### config.mk
export PLATFORM = sky130hd
export DESIGN_NAME = winding_chopper
export DESIGN_NICKNAME = d
export VERILOG_FILES = /design/src/rtl/chop_pkg.sv /design/src/rtl/chop_timer.sv /design/src/rtl/chop_phase.sv /design/src/rtl/chop_leg.sv /design/src/rtl/winding_chopper.sv
export SDC_FILE = /design/constraint.sdc
export NUM_CORES = 1
export LEC_CHECK = 0
export ABC_CLOCK_PERIOD_IN_PS = 2920
export BUFFER_PORTS_ARGS = -buffer_cell sky130_fd_sc_hd__buf_2
export CAP_MARGIN = 0
export CORE_MARGIN = 2
export CORE_UTILIZATION = 30
export CTS_CLUSTER_DIAMETER = 200
export DETAILED_ROUTE_END_ITERATION = 8
export GPL_TIMING_DRIVEN = 0
export PLACE_DENSITY_LB_ADDON = 0.25
export SETUP_SLACK_MARGIN = 0.1
export SYNTH_ARGS = -nofsm -noshare
export SYNTH_HDL_FRONTEND = slang
export SYNTH_SLANG_ARGS = --single-unit
### constraint.sdc
create_clock -name clk -period 2.92 [get_ports clk]
set_input_delay 0.146 -clock clk [delete_from_list [all_inputs] [get_ports clk]]
set_output_delay 0.146 -clock clk [all_outputs]
set_load 0.005 [all_outputs]
### src/rtl/chop_pkg.sv
package chop_pkg;
  // Phase of the chopping cycle
  typedef enum logic [1:0] {
    PH_OFF   = 2'd0,
    PH_DRIVE = 2'd1,
    PH_FAST  = 2'd2,
    PH_SLOW  = 2'd3
  } phase_e;

  // Requested / applied state of one half-bridge leg
  typedef enum logic [1:0] {
    LEG_OFF = 2'd0,
    LEG_HI  = 2'd1,
    LEG_LO  = 2'd2
  } leg_e;

  // Decay select codes (bit 1 set means fast)
  localparam logic [1:0] DK_SLOW  = 2'b00;
  localparam logic [1:0] DK_MIXED = 2'b01;
endpackage

### src/rtl/chop_timer.sv
module chop_timer #(
  parameter int PERIOD_CYC = 2000,
  parameter int BLANK_CYC  = 375
) (
  input  logic clk,
  input  logic rst_n,
  input  logic en,
  output logic period_start,
  output logic blank_done,
  output logic mix_point
);
  localparam int CW = $clog2(PERIOD_CYC);
  localparam logic [CW-1:0] LAST_V  = CW'(PERIOD_CYC - 1);
  localparam logic [CW-1:0] BLANK_V = CW'(BLANK_CYC);
  localparam logic [CW-1:0] MIX_V   = CW'((PERIOD_CYC * 3) / 4);

  logic [CW-1:0] cnt, cnt_nxt;

  always_comb begin
    if (!en)                cnt_nxt = '0;
    else if (cnt == LAST_V) cnt_nxt = '0;
    else                    cnt_nxt = cnt + CW'(1);
  end

  always_ff @(posedge clk or negedge rst_n) begin
    if (!rst_n) cnt <= '0;
    else        cnt <= cnt_nxt;
  end

  assign period_start = en && (cnt == '0);
  assign blank_done   = (cnt >= BLANK_V);
  assign mix_point    = (cnt >= MIX_V);

  // disabling restarts the period
  a_r1_restart: assert property (@(posedge clk) disable iff (!rst_n)
    !en |=> (cnt == '0));
endmodule

### src/rtl/chop_phase.sv
module chop_phase
  import chop_pkg::*;
(
  input  logic       clk,
  input  logic       rst_n,
  input  logic       en,
  input  logic       period_start,
  input  logic       blank_done,
  input  logic       mix_point,
  input  logic       trip,
  input  logic       mag_zero,
  input  logic [1:0] decay_sel,
  input  logic       falling,
  input  logic       near_zero,
  output phase_e     phase_o
);
  phase_e phase, phase_nxt;
  logic   mix_fast, mix_fast_nxt;

  always_comb begin
    phase_nxt    = phase;
    mix_fast_nxt = mix_fast;
    if (!en) begin
      phase_nxt    = PH_OFF;
      mix_fast_nxt = 1'b0;
    end else if (period_start) begin
      phase_nxt    = mag_zero ? PH_OFF : PH_DRIVE;
      mix_fast_nxt = 1'b0;
    end else begin
      case (phase)
        PH_DRIVE: begin
          if (trip && blank_done) begin
            if (decay_sel[1]) begin
              phase_nxt = PH_FAST;
            end else if (decay_sel == DK_MIXED && falling && !mix_point) begin
              phase_nxt    = PH_FAST;
              mix_fast_nxt = 1'b1;
            end else begin
              phase_nxt = PH_SLOW;
            end
          end
        end
        PH_FAST: begin
          if (near_zero)                 phase_nxt = PH_OFF;
          else if (mix_fast && mix_point) phase_nxt = PH_SLOW;
        end
        default: phase_nxt = phase;
      endcase
    end
  end

  always_ff @(posedge clk or negedge rst_n) begin
    if (!rst_n) begin
      phase    <= PH_OFF;
      mix_fast <= 1'b0;
    end else begin
      phase    <= phase_nxt;
      mix_fast <= mix_fast_nxt;
    end
  end

  assign phase_o = phase;

  // zero setpoint keeps the bridge off
  a_r3_zero_off: assert property (@(posedge clk) disable iff (!rst_n)
    (period_start && mag_zero) |=> (phase == PH_OFF));
  // comparator ignored inside the blanking window
  a_r4_blank_hold: assert property (@(posedge clk) disable iff (!rst_n)
    (en && !period_start && phase == PH_DRIVE && !blank_done) |=> (phase == PH_DRIVE));
  // no return to drive inside a period
  a_r5_no_redrive: assert property (@(posedge clk) disable iff (!rst_n)
    (en && !period_start && phase != PH_DRIVE) |=> (phase != PH_DRIVE));
  // fast decay releases at zero current
  a_r7_release: assert property (@(posedge clk) disable iff (!rst_n)
    (en && !period_start && phase == PH_FAST && near_zero) |=> (phase == PH_OFF));
endmodule

### src/rtl/chop_leg.sv
module chop_leg
  import chop_pkg::*;
#(
  parameter int DEAD_CYC = 40
) (
  input  logic clk,
  input  logic rst_n,
  input  leg_e req_i,
  output logic hs_o,
  output logic ls_o
);
  localparam int DW = $clog2(DEAD_CYC + 1);
  localparam logic [DW-1:0] DEAD_V = DW'(DEAD_CYC);

  leg_e          cur, cur_nxt;
  logic [DW-1:0] dcnt, dcnt_nxt;

  always_comb begin
    cur_nxt  = cur;
    dcnt_nxt = (dcnt != '0) ? dcnt - DW'(1) : '0;
    if (req_i != cur) begin
      if (cur != LEG_OFF) begin
        cur_nxt  = LEG_OFF;
        dcnt_nxt = DEAD_V;
      end else if (dcnt == '0) begin
        cur_nxt = req_i;
      end
    end
  end

  always_ff @(posedge clk or negedge rst_n) begin
    if (!rst_n) begin
      cur  <= LEG_OFF;
      dcnt <= '0;
    end else begin
      cur  <= cur_nxt;
      dcnt <= dcnt_nxt;
    end
  end

  assign hs_o = (cur == LEG_HI);
  assign ls_o = (cur == LEG_LO);

  // Checker: cycles with both switches off, saturating at the dead time
  logic [DW-1:0] gap;
  always_ff @(posedge clk or negedge rst_n) begin
    if (!rst_n)              gap <= DEAD_V;
    else if (hs_o || ls_o)   gap <= '0;
    else if (gap != DEAD_V)  gap <= gap + DW'(1);
  end

  // a switch turns on only after a full dead time with the leg off
  a_r10_dead_hs: assert property (@(posedge clk) disable iff (!rst_n)
    $rose(hs_o) |-> ($past(gap) >= DEAD_V));
  a_r10_dead_ls: assert property (@(posedge clk) disable iff (!rst_n)
    $rose(ls_o) |-> ($past(gap) >= DEAD_V));
endmodule

### src/rtl/winding_chopper.sv
module winding_chopper
  import chop_pkg::*;
#(
  parameter int PERIOD_CYC = 2000,
  parameter int BLANK_CYC  = 375,
  parameter int DEAD_CYC   = 40
) (
  input  logic       clk,
  input  logic       rst_n,
  input  logic       en,
  input  logic       trip,
  input  logic       sign_neg,
  input  logic       mag_zero,
  input  logic [1:0] decay_sel,
  input  logic       falling,
  input  logic       near_zero,
  output logic       leg1_hs,
  output logic       leg1_ls,
  output logic       leg2_hs,
  output logic       leg2_ls
);
  localparam int NLEG = 2;

  logic   period_start, blank_done, mix_point;
  phase_e phase;
  logic [NLEG-1:0] hs, ls;

  chop_timer #(.PERIOD_CYC(PERIOD_CYC), .BLANK_CYC(BLANK_CYC)) u_timer (
    .clk(clk), .rst_n(rst_n), .en(en),
    .period_start(period_start), .blank_done(blank_done), .mix_point(mix_point)
  );

  chop_phase u_phase (
    .clk(clk), .rst_n(rst_n), .en(en),
    .period_start(period_start), .blank_done(blank_done), .mix_point(mix_point),
    .trip(trip), .mag_zero(mag_zero), .decay_sel(decay_sel),
    .falling(falling), .near_zero(near_zero), .phase_o(phase)
  );

  for (genvar g = 0; g < NLEG; g++) begin : g_leg
    leg_e req;
    logic pol;
    always_comb begin
      // leg 2 mirrors leg 1 across the winding
      pol = sign_neg ^ (g == 1);
      req = LEG_OFF;
      if (en) begin
        case (phase)
          PH_DRIVE: req = pol ? LEG_LO : LEG_HI;
          PH_FAST:  req = pol ? LEG_HI : LEG_LO;
          PH_SLOW:  req = LEG_LO;
          default:  req = LEG_OFF;
        endcase
      end
    end

    chop_leg #(.DEAD_CYC(DEAD_CYC)) u_leg (
      .clk(clk), .rst_n(rst_n), .req_i(req), .hs_o(hs[g]), .ls_o(ls[g])
    );
  end

  assign leg1_hs = hs[0];
  assign leg1_ls = ls[0];
  assign leg2_hs = hs[1];
  assign leg2_ls = ls[1];

  // disable turns every gate off at the next edge
  a_r1_disable_off: assert property (@(posedge clk) disable iff (!rst_n)
    !en |=> !(leg1_hs || leg1_ls || leg2_hs || leg2_ls));
endmodule

==> results of run 1 <==
power by group through the flow:
stage	Combinational [µW]	Sequential, µW	Clock, µW
after floorplan	188	504	0
after global placement	233	513	0
after detailed placement	235	513	0
after CTS	238	505	364
after global routing	272	513	370
final	234	505	346
cell families after synthesis:
kind of cell	Yosys count	synth area share, %
AND/OR/NAND/NOR	89	25.8
XOR/XNOR	14	6.94
flip-flops	30	42.5
adder cells (fa/ha/maj)	6	4.25
multiplexers	6	3.61
buffers and inverters	21	5.59
AO/OA/AOI/OAI	30	11.3
metal layers:
layer,part of all wire (%),up-vias,wire length [µm]
li1,-,712,-
met1,52,628,1820
met2,42,28,1460
met3,3.9,5,134
met4,1.6,0,57
met5,0,-,0
state kept, by name, summed over array words and instances, names as in the netlist:
| name | cells |
|---|---|
| u_phase.mix_fast | 1 |
| u_phase.phase_o | 2 |
| g_leg.u_leg.dcnt | 12 |
| u_timer.cnt | 11 |
| g_leg.u_leg.cur | 4 |
area by class of cell:
cell class / count / area share (%)
Tap cell: 72 / 4.46
Buffer: 7 / 2.29
Inverter: 14 / 2.60
Sequential cell: 30 / 37.2
Timing Repair Buffer: 13 / 3.47
Clock buffer: 7 / 4.28
Clock inverter: 1 / 0.248
Multi-Input combinational cell: 145 / 45.4
cell usage in the layout (no fill, tap or decap), drive strengths merged, types with 2 or more instances in the layout:
master / instances
buf: 16
xor2: 5
clkbuf: 10
mux2i: 3
or3: 2
and3b: 2
o21ai: 6
a211oi: 2
o211ai: 2
ha: 6
and3: 3
nand3: 4
a22oi: 2
o22a: 2
a21oi: 7
nor2: 25
nor2b: 6
mux2: 3
inv: 14
nor3: 9
and2: 2
nand2: 18
nor3b: 3
nor4: 2
nand4: 3
dfrtp: 30
nand2b: 5
xnor2: 9
tightest hold or removal path, delay by kind of cell:
| kind | cells | cell delay (ns) |
|---|---|---|
| AO/OA/AOI/OAI | 1 | 0.05 |
| AND/OR/NAND/NOR | 1 | 0.09 |
| buffers and inverters | 1 | 0.09 |
final timing paths:
| kind | from | endpoint | slack [ns] |
|---|---|---|---|
| worst min-delay path | decay_sel[1] | u_phase.mix_fast | 0.14 |
| min in group asynchronous | rst_n | u_timer.cnt[6] | 0.45 |
| worst max-delay path | u_timer.cnt[0] | u_timer.cnt[8] | 1.00 |
| max in group asynchronous | rst_n | g_leg[0].u_leg.dcnt[0] | 2.02 |
| worst max register to register | u_timer.cnt[0] | u_timer.cnt[8] | 1.00 |
| worst min register to register | g_leg[0].u_leg.dcnt[0] | g_leg[0].u_leg.dcnt[0] | 0.46 |
through the flow:
step	util [%]	std cells	hold slack, ns
2_1_floorplan	-	196	-0.150
3_3_place_gp	34.2	280	0.234
3_5_place_dp	34.2	280	0.234
4_1_cts	36.0	289	0.133
5_1_grt	36.0	289	0.161
6_report	36.0	289	0.141
==> implementation parameters, run 1 <==
Parameter                              Value

Status
  Result of the run    finished clean

Clock network
  Buffer type at the clock tree root    clkbuf_8
  CTS max path bufs    2
  Post-CTS Hold Fix Bufs    1
  Number of H-tree branching levels    2
  Sink count of the clock tree    30
  Clock input transition at the sequential cells of the worst setup and hold paths    0.06 ns
  CTS tree    done
  Setup fix buffers added after clock tree synthesis    0
  Number of CTS-inserted buffers    5
  Source-to-sink clock delay at the later pin of the worst-skew pair    0.28 ns
  PostCTS Resize Cnt    0

STA
  Worst Slack Setup Final    1.00 ns
  Portion of the clock cycle consumed by the worst path in the final layout    ~66%
  Max-slew headroom at the worst pin    53.7%
  Hold violation count in the final report    0
  Largest clock skew in the final design    approximately 0.0047 ns
  Number of slew-limit violations in the final report    0
  Final setup violation count    0
  Final setup TNS    0 ns
  Maximum achievable frequency    around 520 MHz
  Setup repair after global routing missed its margin    no
  Final critical delay including setup and external delays    1.92 ns
  Slew at the pin with the worst max-slew slack    ~0.70 ns

Finish
  Count of inserted antenna diode cells    0
  Fraction of layout instances using a drive strength above 1    between 10% and 20%
  Total area of multi-input combinational cells    917 µm²
  Final design instance area without fill    2020 µm²
  Layout area overhead    14.2%
  Filler Cells Inserted    617
  # nets final    about 230
  Area taken by flip-flops and latches    751 µm²

Detailed routing
  Average wire length per cell after detail routing    ~12 µm
  Wire length after detailed routing    about 3.5 mm
  Total iterations of the first detailed-routing run    4
  Vias    between 1k and 1.5k
  Routed vias/inst    4.75
  Starting DRT DRC Count    86
  Remaining antenna violation count    0
  Residual DRC    0

Placement
  RePlAce Congestion    ~0.76
  Post-detailed-placement cell area    1920 µm²
  Port Buf Inserts    12
  Detailed-placement wirelength estimate    between 2 and 2.5 mm
  Post-placement setup slack    between 0.9 and 1 ns

Worst setup path
  Worst-path cell chain    ha_1, nand3_1, or4b_1, o21ai_2, nor2_1
  Longest individual stage delay on the worst path    approximately 0.53 ns
  FF-to-FF path depth    5
  Total stage count of the critical path    5
  CP delay by family, top    simple AND/OR/NAND/NOR gates
  Crit. End Element    flip-flop
  Critical path arrival    between 2 and 2.5 ns
  Largest fanout of any net on the critical path    10
  Buffering stage count on the worst path with inverters included    0
  Crit Path Category    reg -> reg
  Required time of the worst setup path    3.07 ns
  Kind of start point of the critical path    flip-flop
  Cell at the slowest stage of the critical path    or4b_1

Floorplan
  Number of primary I/O pins    14
  Core area    approximately 5600 µm²
  Width of the die    80.7 µm
  Starting density of the core    31.5%
  Die ar.    6520 µm²
  Row count    27
  Y dimension of the die    between 80 and 90 µm

Power
  Net load switching power    319 µW
  Combinational power share    21.5%
  Cell-internal power    766 µW
  Total power of the final layout    about 1100 µW
  P_leak    ~0.00090 µW
  Power per Cell Area    537 nW/µm²
  Share of total power in sequential cells    46.6%
  Maximum resistive drop on vdd    0.196 mV
  Net switching fraction of the power    29.4%
  Relative contribution of the clock network to total power    31.9%

GRT
  Wire length of the first global-routing pass    6.08 mm
  Grt total ovfl    0
  Most congested layer reported by global routing    met2
  Met1 track demand over resource    roughly 17%
  Tot GR Track Use    between 10 and 15%
  Vias in the first global route    1353
  Maximum number of pins on one net before global-route repair    31
  Met3 track utilization from global routing    2.33%
  Number of antenna violations at the first check in global routing    0
  Global Route met2 Usage    18.1%

Yosys
  Post-synthesis instance total    196
  Synthesized area per cell    9.01 µm²
  Top-area cell type share of the netlist area    42.5%
  Most frequent cell after synthesis    dfrtp_1
  Register bit total from synthesis    30
  Top_reg_cell synth    dfrtp_1
  Ranking of synthesized cells by instance count    dfrtp_1 (30), nor2_1 (25), nand2_1 (18)
  Summed instance area of the synthesized netlist    between 1500 and 2000 µm²
  Number of nets in the synthesized netlist    212
  Proportion of synthesized chip area in sequential cells    42.5%
  Count of yosys warnings during synthesis    0
  Cell type contributing the most total cell area after synthesis    dfrtp_1
  Netlist cell types    46
  Share of flip-flops with an asynchronous set or reset after synthesis    100%
  EDFF count, synth    0
  Main area contributors after synthesis    dfrtp_1 (42%), nor2_1 (5.3%), xnor2_1 (4.5%)

Hold path
  Hold-critical path depth    3
  Worst hold path type    in -> reg

Job
  Number of max-capacitance violations reported    0
Note: power is estimated with default switching activity, not from simulation.
==> inputs of run 2 (changes only) <==
ABC_AREA = 1   (was default)
ABC_CLOCK_PERIOD_IN_PS = 1650   (was 2920)
clock period = 1.65 ns   (was 2.92 ns; I/O delays follow)
==> implementation parameters, run 2 <==
Parameter                              Value

Hold path
  Worst Hold Launch    near_zero
  Worst hold path type    in -> reg

Detailed routing
  Total iterations of the first detailed-routing run    4
  Wire length after detailed routing    3.58 mm
  Average wire length per cell after detail routing    roughly 11 µm
  Starting DRT DRC Count    50
  Remaining antenna violation count    0
  Residual DRC    0
  Vias    1525
  Routed vias/inst    4.47

Yosys
  EDFF count, synth    0
  Main area contributors after synthesis    dfrtp_1 (42%), nand2_1 (9.9%), nor2_1 (9.3%)
  Cell type contributing the most total cell area after synthesis    dfrtp_1
  Ranking of synthesized cells by instance count    nand2_1 (47), nor2_1 (44), inv_1 (41)
  Share of flip-flops with an asynchronous set or reset after synthesis    between 90% and 100%
  Count of yosys warnings during synthesis    0
  Proportion of synthesized chip area in sequential cells    42.0%
  Number of nets in the synthesized netlist    256
  Most frequent cell after synthesis    nand2_1
  Post-synthesis instance total    240
  Summed instance area of the synthesized netlist    1790 µm²
  Synthesized area per cell    7.44 µm²
  Top-area cell type share of the netlist area    42.0%
  Top_reg_cell synth    dfrtp_1
  Netlist cell types    25
  Register bit total from synthesis    30

Floorplan
  Number of primary I/O pins    14
  Starting density of the core    30.5%
  Y dimension of the die    ~81 µm
  Core area    roughly 5900 µm²
  Width of the die    approximately 80 µm
  Row count    28
  Die ar.    between 6000 and 7000 µm²

Finish
  Max FFs per register    12
  Final design instance area without fill    2140 µm²
  Most common library cell in the layout ignoring fill and taps    nand2_1
  Most used cells in the layout excluding fill and tap cells    nand2_1 (45), nor2_1 (39), inv_1 (38)
  Count of inserted antenna diode cells    0
  Largest registers    g_leg.u_leg.dcnt (12), u_timer.cnt (11), g_leg.u_leg.cur (4)
  # nets final    282
  Fraction of layout instances using a drive strength above 1    18.8%
  Most flops, register    g_leg.u_leg.dcnt
  Layout area overhead    19.9%

Worst setup path
  Kind of start point of the critical path    flip-flop
  Crit. End Element    flip-flop
  Crit Path Category    reg -> reg
  Largest fanout of any net on the critical path    4
  Worst setup path start    u_timer.cnt[0]
  Critical path arrival    1.68 ns
  RR Startpoint    u_timer.cnt[0]
  Required time of the worst setup path    approximately 1.9 ns

Clock network
  Number of CTS-inserted buffers    5
  CTS max path bufs    2
  Clock input transition at the sequential cells of the worst setup and hold paths    0.06 ns
  Sink count of the clock tree    30
  Source-to-sink clock delay at the later pin of the worst-skew pair    0.28 ns
  Number of H-tree branching levels    2
  Buffer type at the clock tree root    clkbuf_8
  CTS tree    done

GRT
  Grt total ovfl    0
  Vias in the first global route    1412
  Tot GR Track Use    roughly an eighth
  Wire length of the first global-routing pass    approximately 6.1 mm
  Maximum number of pins on one net before global-route repair    31
  Number of antenna violations at the first check in global routing    0

STA
  Final hold slack    0.0903 ns
  Setup repair after global routing missed its margin    yes
  Largest clock skew in the final design    just under 0.007 ns
  Slew at the pin with the worst max-slew slack    0.695 ns
  Portion of the clock cycle consumed by the worst path in the final layout    between 80% and 90%
  Number of slew-limit violations in the final report    0
  Maximum achievable frequency    679 MHz
  Hold violation count in the final report    0
  Final setup violation count    0
  Final critical delay including setup and external delays    1.47 ns
  Max-slew headroom at the worst pin    53.7%

Power
  P_leak    0.00109 µW
  Maximum resistive drop on vdd    0.461 mV
  Total power of the final layout    2410 µW
  Power per Cell Area    1120 nW/µm²

Status
  Result of the run    finished clean

Placement
  Detailed-placement wirelength estimate    2.64 mm
  RePlAce Congestion    0.765
  Port Buf Inserts    13
  Post-detailed-placement cell area    1940 µm²

Job
  Number of max-capacitance violations reported    0
## run 2: cell types whose count changed after synthesis, sizes merged, moves of 6 or more
cell   change
nor2      +20
nand2     +32
inv       +27
nor2b      -6
nand3     +12
xnor2      -9
## run 2: per-layer routing
layer | track usage [%] | part of all wire (%) | up-vias | wire [µm]
li1 | - | - | 810 | -
met1 | 15.1 | 48 | 692 | 1730
met2 | 20.0 | 47 | 18 | 1670
met3 | 2.89 | 3.3 | 5 | 117
met4 | 5.59 | 1.9 | 0 | 67
met5 | 0 | 0 | - | 0
## run 2: layout make-up
type / count / area (µm²)
fill: 621 / 3710
multi-input combinational: 169 / 938
sequential: 30 / 753
inverter: 41 / 154
timing repair buffer: 19 / 125
tap: 75 / 93.8
clock buffer: 7 / 76.3
## run 2: repair_timing
item / in CTS / in global routing
pin swaps: 0 / 6
buffers inserted: 0 / 5
gates resized for setup: 3 / 18
setup endpoints to repair: 11 / 24
hold endpoints to repair: 30 / 0
hold buffers: 1 / 0
## run 2: per-stage QoR
step | TNS, ns | instances | utilization, % | setup WS [ns]
2_1_floorplan | 0 | 240 | - | 0.211
4_1_cts | 0 | 336 | 35.0 | 0.0770
3_3_place_gp | -0.812 | 328 | 33.2 | -0.124
6_report | 0 | 341 | 36.6 | 0.177
3_5_place_dp | -0.497 | 328 | 33.2 | -0.0856
5_1_grt | 0 | 341 | 36.6 | 0.0549
## run 2: cell families after synthesis
family                     Yosys count  synth area share [%]
xor gates and xnor gates             8                  3.92
DFF                                 30                  42.0
AOI/OAI and AO/OA                   24                  7.85
adders and majority gates            6                  4.20
buffers and inverters               41                  8.62
and+or+nand+nor                    131                  33.4
## run 2: path summary, 6_finish.rpt
check | to | slack (ns) | depth (start not counted)
hold reg to reg | u_phase.mix_fast | 0.50 | 1
max in group asynchronous | u_timer.cnt[3] | 0.77 | 2
setup reg to reg | u_phase.phase_o[0] | 0.18 | 11
setup / recovery | u_phase.phase_o[0] | 0.18 | 11
hold / removal | u_phase.phase_o[1] | 0.09 | 4
min in group asynchronous | u_timer.cnt[6] | 0.38 | 2
## run 2: power by group
part	internal (µW)	switching [µW]	total (µW)	leakage, µW
Combinational	348	475	823	0.000666
Clock	290	255	545	0.0000383
Sequential	911	126	1040	0.000383
Total	1550	856	2410	0.00109
## run 2: worst max-delay path, stage by stage (launching register included)
cell	delay, ns
dfrtp_1	0.40
inv_1	0.06
ha_1	0.14
inv_1	0.05
nor2_2	0.10
nand3_2	0.09
nor2_4	0.18
buf_4	0.13
nor2_1	0.03
nand2_1	0.06
nand4_1	0.09
nand2_1	0.07
==> inputs of run 3 (changes only) <==
==> constraint.sdc (replaced) <==
create_clock -name clk -period 1.65 [get_ports clk]
set_input_delay 0.2475 -clock clk [delete_from_list [all_inputs] [get_ports clk]]
set_output_delay 0.2475 -clock clk [all_outputs]
set_load 0.005 [all_outputs]
==> implementation parameters, run 3 (same netlist as run 2, synthesis figures left out) <==
Parameter                              Value

Worst setup path
  Critical path arrival    1.68 ns
  Flop2flop setup slack    0.18 ns
  CP delay by family, top    simple AND/OR/NAND/NOR gates
  Buffering stage count on the worst path with inverters included    3
  Worst-path cell chain    inv_1, ha_1, inv_1, nor2_2, nand3_2, nor2_4, buf_4, nor2_1, nand2_1, nand4_1, nand2_1
  Crit. End Element    flip-flop
  Longest individual stage delay on the worst path    roughly 0.40 ns
  Required time of the worst setup path    1.86 ns
  Largest fanout of any net on the critical path    4
  Cell at the slowest stage of the critical path    dfrtp_1
  Kind of start point of the critical path    flip-flop
  Crit Path Category    reg -> reg

GRT
  Number of antenna violations at the first check in global routing    0
  Wire length of the first global-routing pass    6.08 mm
  Grt total ovfl    0
  Vias in the first global route    between 1k and 1.5k
  Maximum number of pins on one net before global-route repair    31
  Tot GR Track Use    12.2%

STA
  Final critical delay including setup and external delays    1.47 ns
  Setup repair after global routing missed its margin    yes
  Final setup violation count    0
  Max-slew headroom at the worst pin    53.8%
  Slew at the pin with the worst max-slew slack    0.693 ns
  Largest clock skew in the final design    0.00683 ns
  Portion of the clock cycle consumed by the worst path in the final layout    between 80% and 90%
  Hold violation count in the final report    0
  Maximum achievable frequency    679 MHz
  Number of slew-limit violations in the final report    0

Placement
  RePlAce Congestion    between 0.7 and 0.8
  Placed Cells incl. Taps    328
  Detailed-placement wirelength estimate    2.64 mm
  Port Buf Inserts    13

Finish
  Post-layout utilization of the core    36.4%
  Most flops, register    g_leg.u_leg.dcnt
  Total area of multi-input combinational cells    roughly 940 µm²
  Largest registers    g_leg.u_leg.dcnt (12), u_timer.cnt (11), g_leg.u_leg.cur (4)
  Max FFs per register    12
  Final Non-Filler Cells    340
  Count of inserted antenna diode cells    0
  Filler Cells Inserted    620
  Fraction of layout instances using a drive strength above 1    18.9%
  Layout area overhead    19.3%
  Most common library cell in the layout ignoring fill and taps    nand2_1
  Most used cells in the layout excluding fill and tap cells    nand2_1 (45), nor2_1 (39), inv_1 (38)
  # nets final    281
  Area taken by flip-flops and latches    753 µm²

Detailed routing
  Residual DRC    0
  Total iterations of the first detailed-routing run    4
  Starting DRT DRC Count    48
  Routed vias/inst    4.47
  Wire length after detailed routing    3.58 mm
  Average wire length per cell after detail routing    10.5 µm
  Remaining antenna violation count    0
  Vias    1521

Floorplan
  Starting density of the core    just over 30%
  Y dimension of the die    81.1 µm
  Die ar.    6580 µm²
  Width of the die    81.1 µm
  Core area    5850 µm²
  Row count    28
  Number of primary I/O pins    14

Clock network
  Source-to-sink clock delay at the later pin of the worst-skew pair    0.28 ns
  CTS tree    done
  Sink count of the clock tree    30
  Buffer type at the clock tree root    clkbuf_8
  Number of H-tree branching levels    2
  Number of CTS-inserted buffers    5
  Clock input transition at the sequential cells of the worst setup and hold paths    0.06 ns
  CTS max path bufs    2
  Post-CTS Hold Fix Bufs    0

Power
  Maximum resistive drop on vdd    0.461 mV
  Power per Cell Area    1130 nW/µm²
  P_leak    0.00108 µW

Job
  Number of max-capacitance violations reported    0

Status
  Result of the run    finished clean

Hold path
  Worst hold path type    in -> async
-- run 3: cell count changes in the layout (fill, tap and decap cells not counted), sizes merged --
cell and delta:
dlygate4sd3 -1
-- run 3: cell type report --
class                      instances  area share (%)
clock buffer                       7            3.58
inverter                          41            7.22
tap                               75            4.40
timing repair buffer              18            5.40
multi-input combinational        169            44.0
sequential                        30            35.3
-- run 3: repair_timing --
item                       CTS  global route
setup endpoints to repair   11            24
resized for setup            3            18
setup buffers                0             5
pin swaps                    0             6
-- run 3: per-layer routing --
layer / share of wire (%) / global-route usage, %
met4: 1.9 / 5.59
met3: 3.3 / 2.89
met1: 48 / 15.1
met5: 0 / 0
met2: 47 / 20.0
-- run 3: per-stage QoR --
step	TNS [ns]	setup slack, ns	total power (µW)	hold slack (ns)	cell area (µm²)
finish	0	0.177	2400	0.00922	2130
global route	0	0.0549	2610	0.0667	2130
CTS	0	0.0770	2380	0.0302	2040
detailed placement	-0.497	-0.0856	1820	0.338	1940
global placement	-0.812	-0.124	1800	0.343	1940
floorplan	0	0.211	1630	-0.0481	1790
-- run 3: power by group --
part	switching, µW	total [µW]	internal (µW)
Sequential	126	1040	911
Clock	255	545	290
Combinational	475	822	347
Total	856	2400	1550
-- run 3: path summary, 6_finish.rpt --
check / startpoint / cells after the start / end
min reg2reg: u_phase.mix_fast / 1 / u_phase.mix_fast
max reg2reg: u_timer.cnt[0] / 11 / u_phase.phase_o[0]
max: u_timer.cnt[0] / 11 / u_phase.phase_o[0]
min: rst_n / 1 / u_timer.cnt[6]
max in group asynchronous: rst_n / 1 / u_timer.cnt[3]
min in group clk: near_zero / 4 / u_phase.phase_o[1]
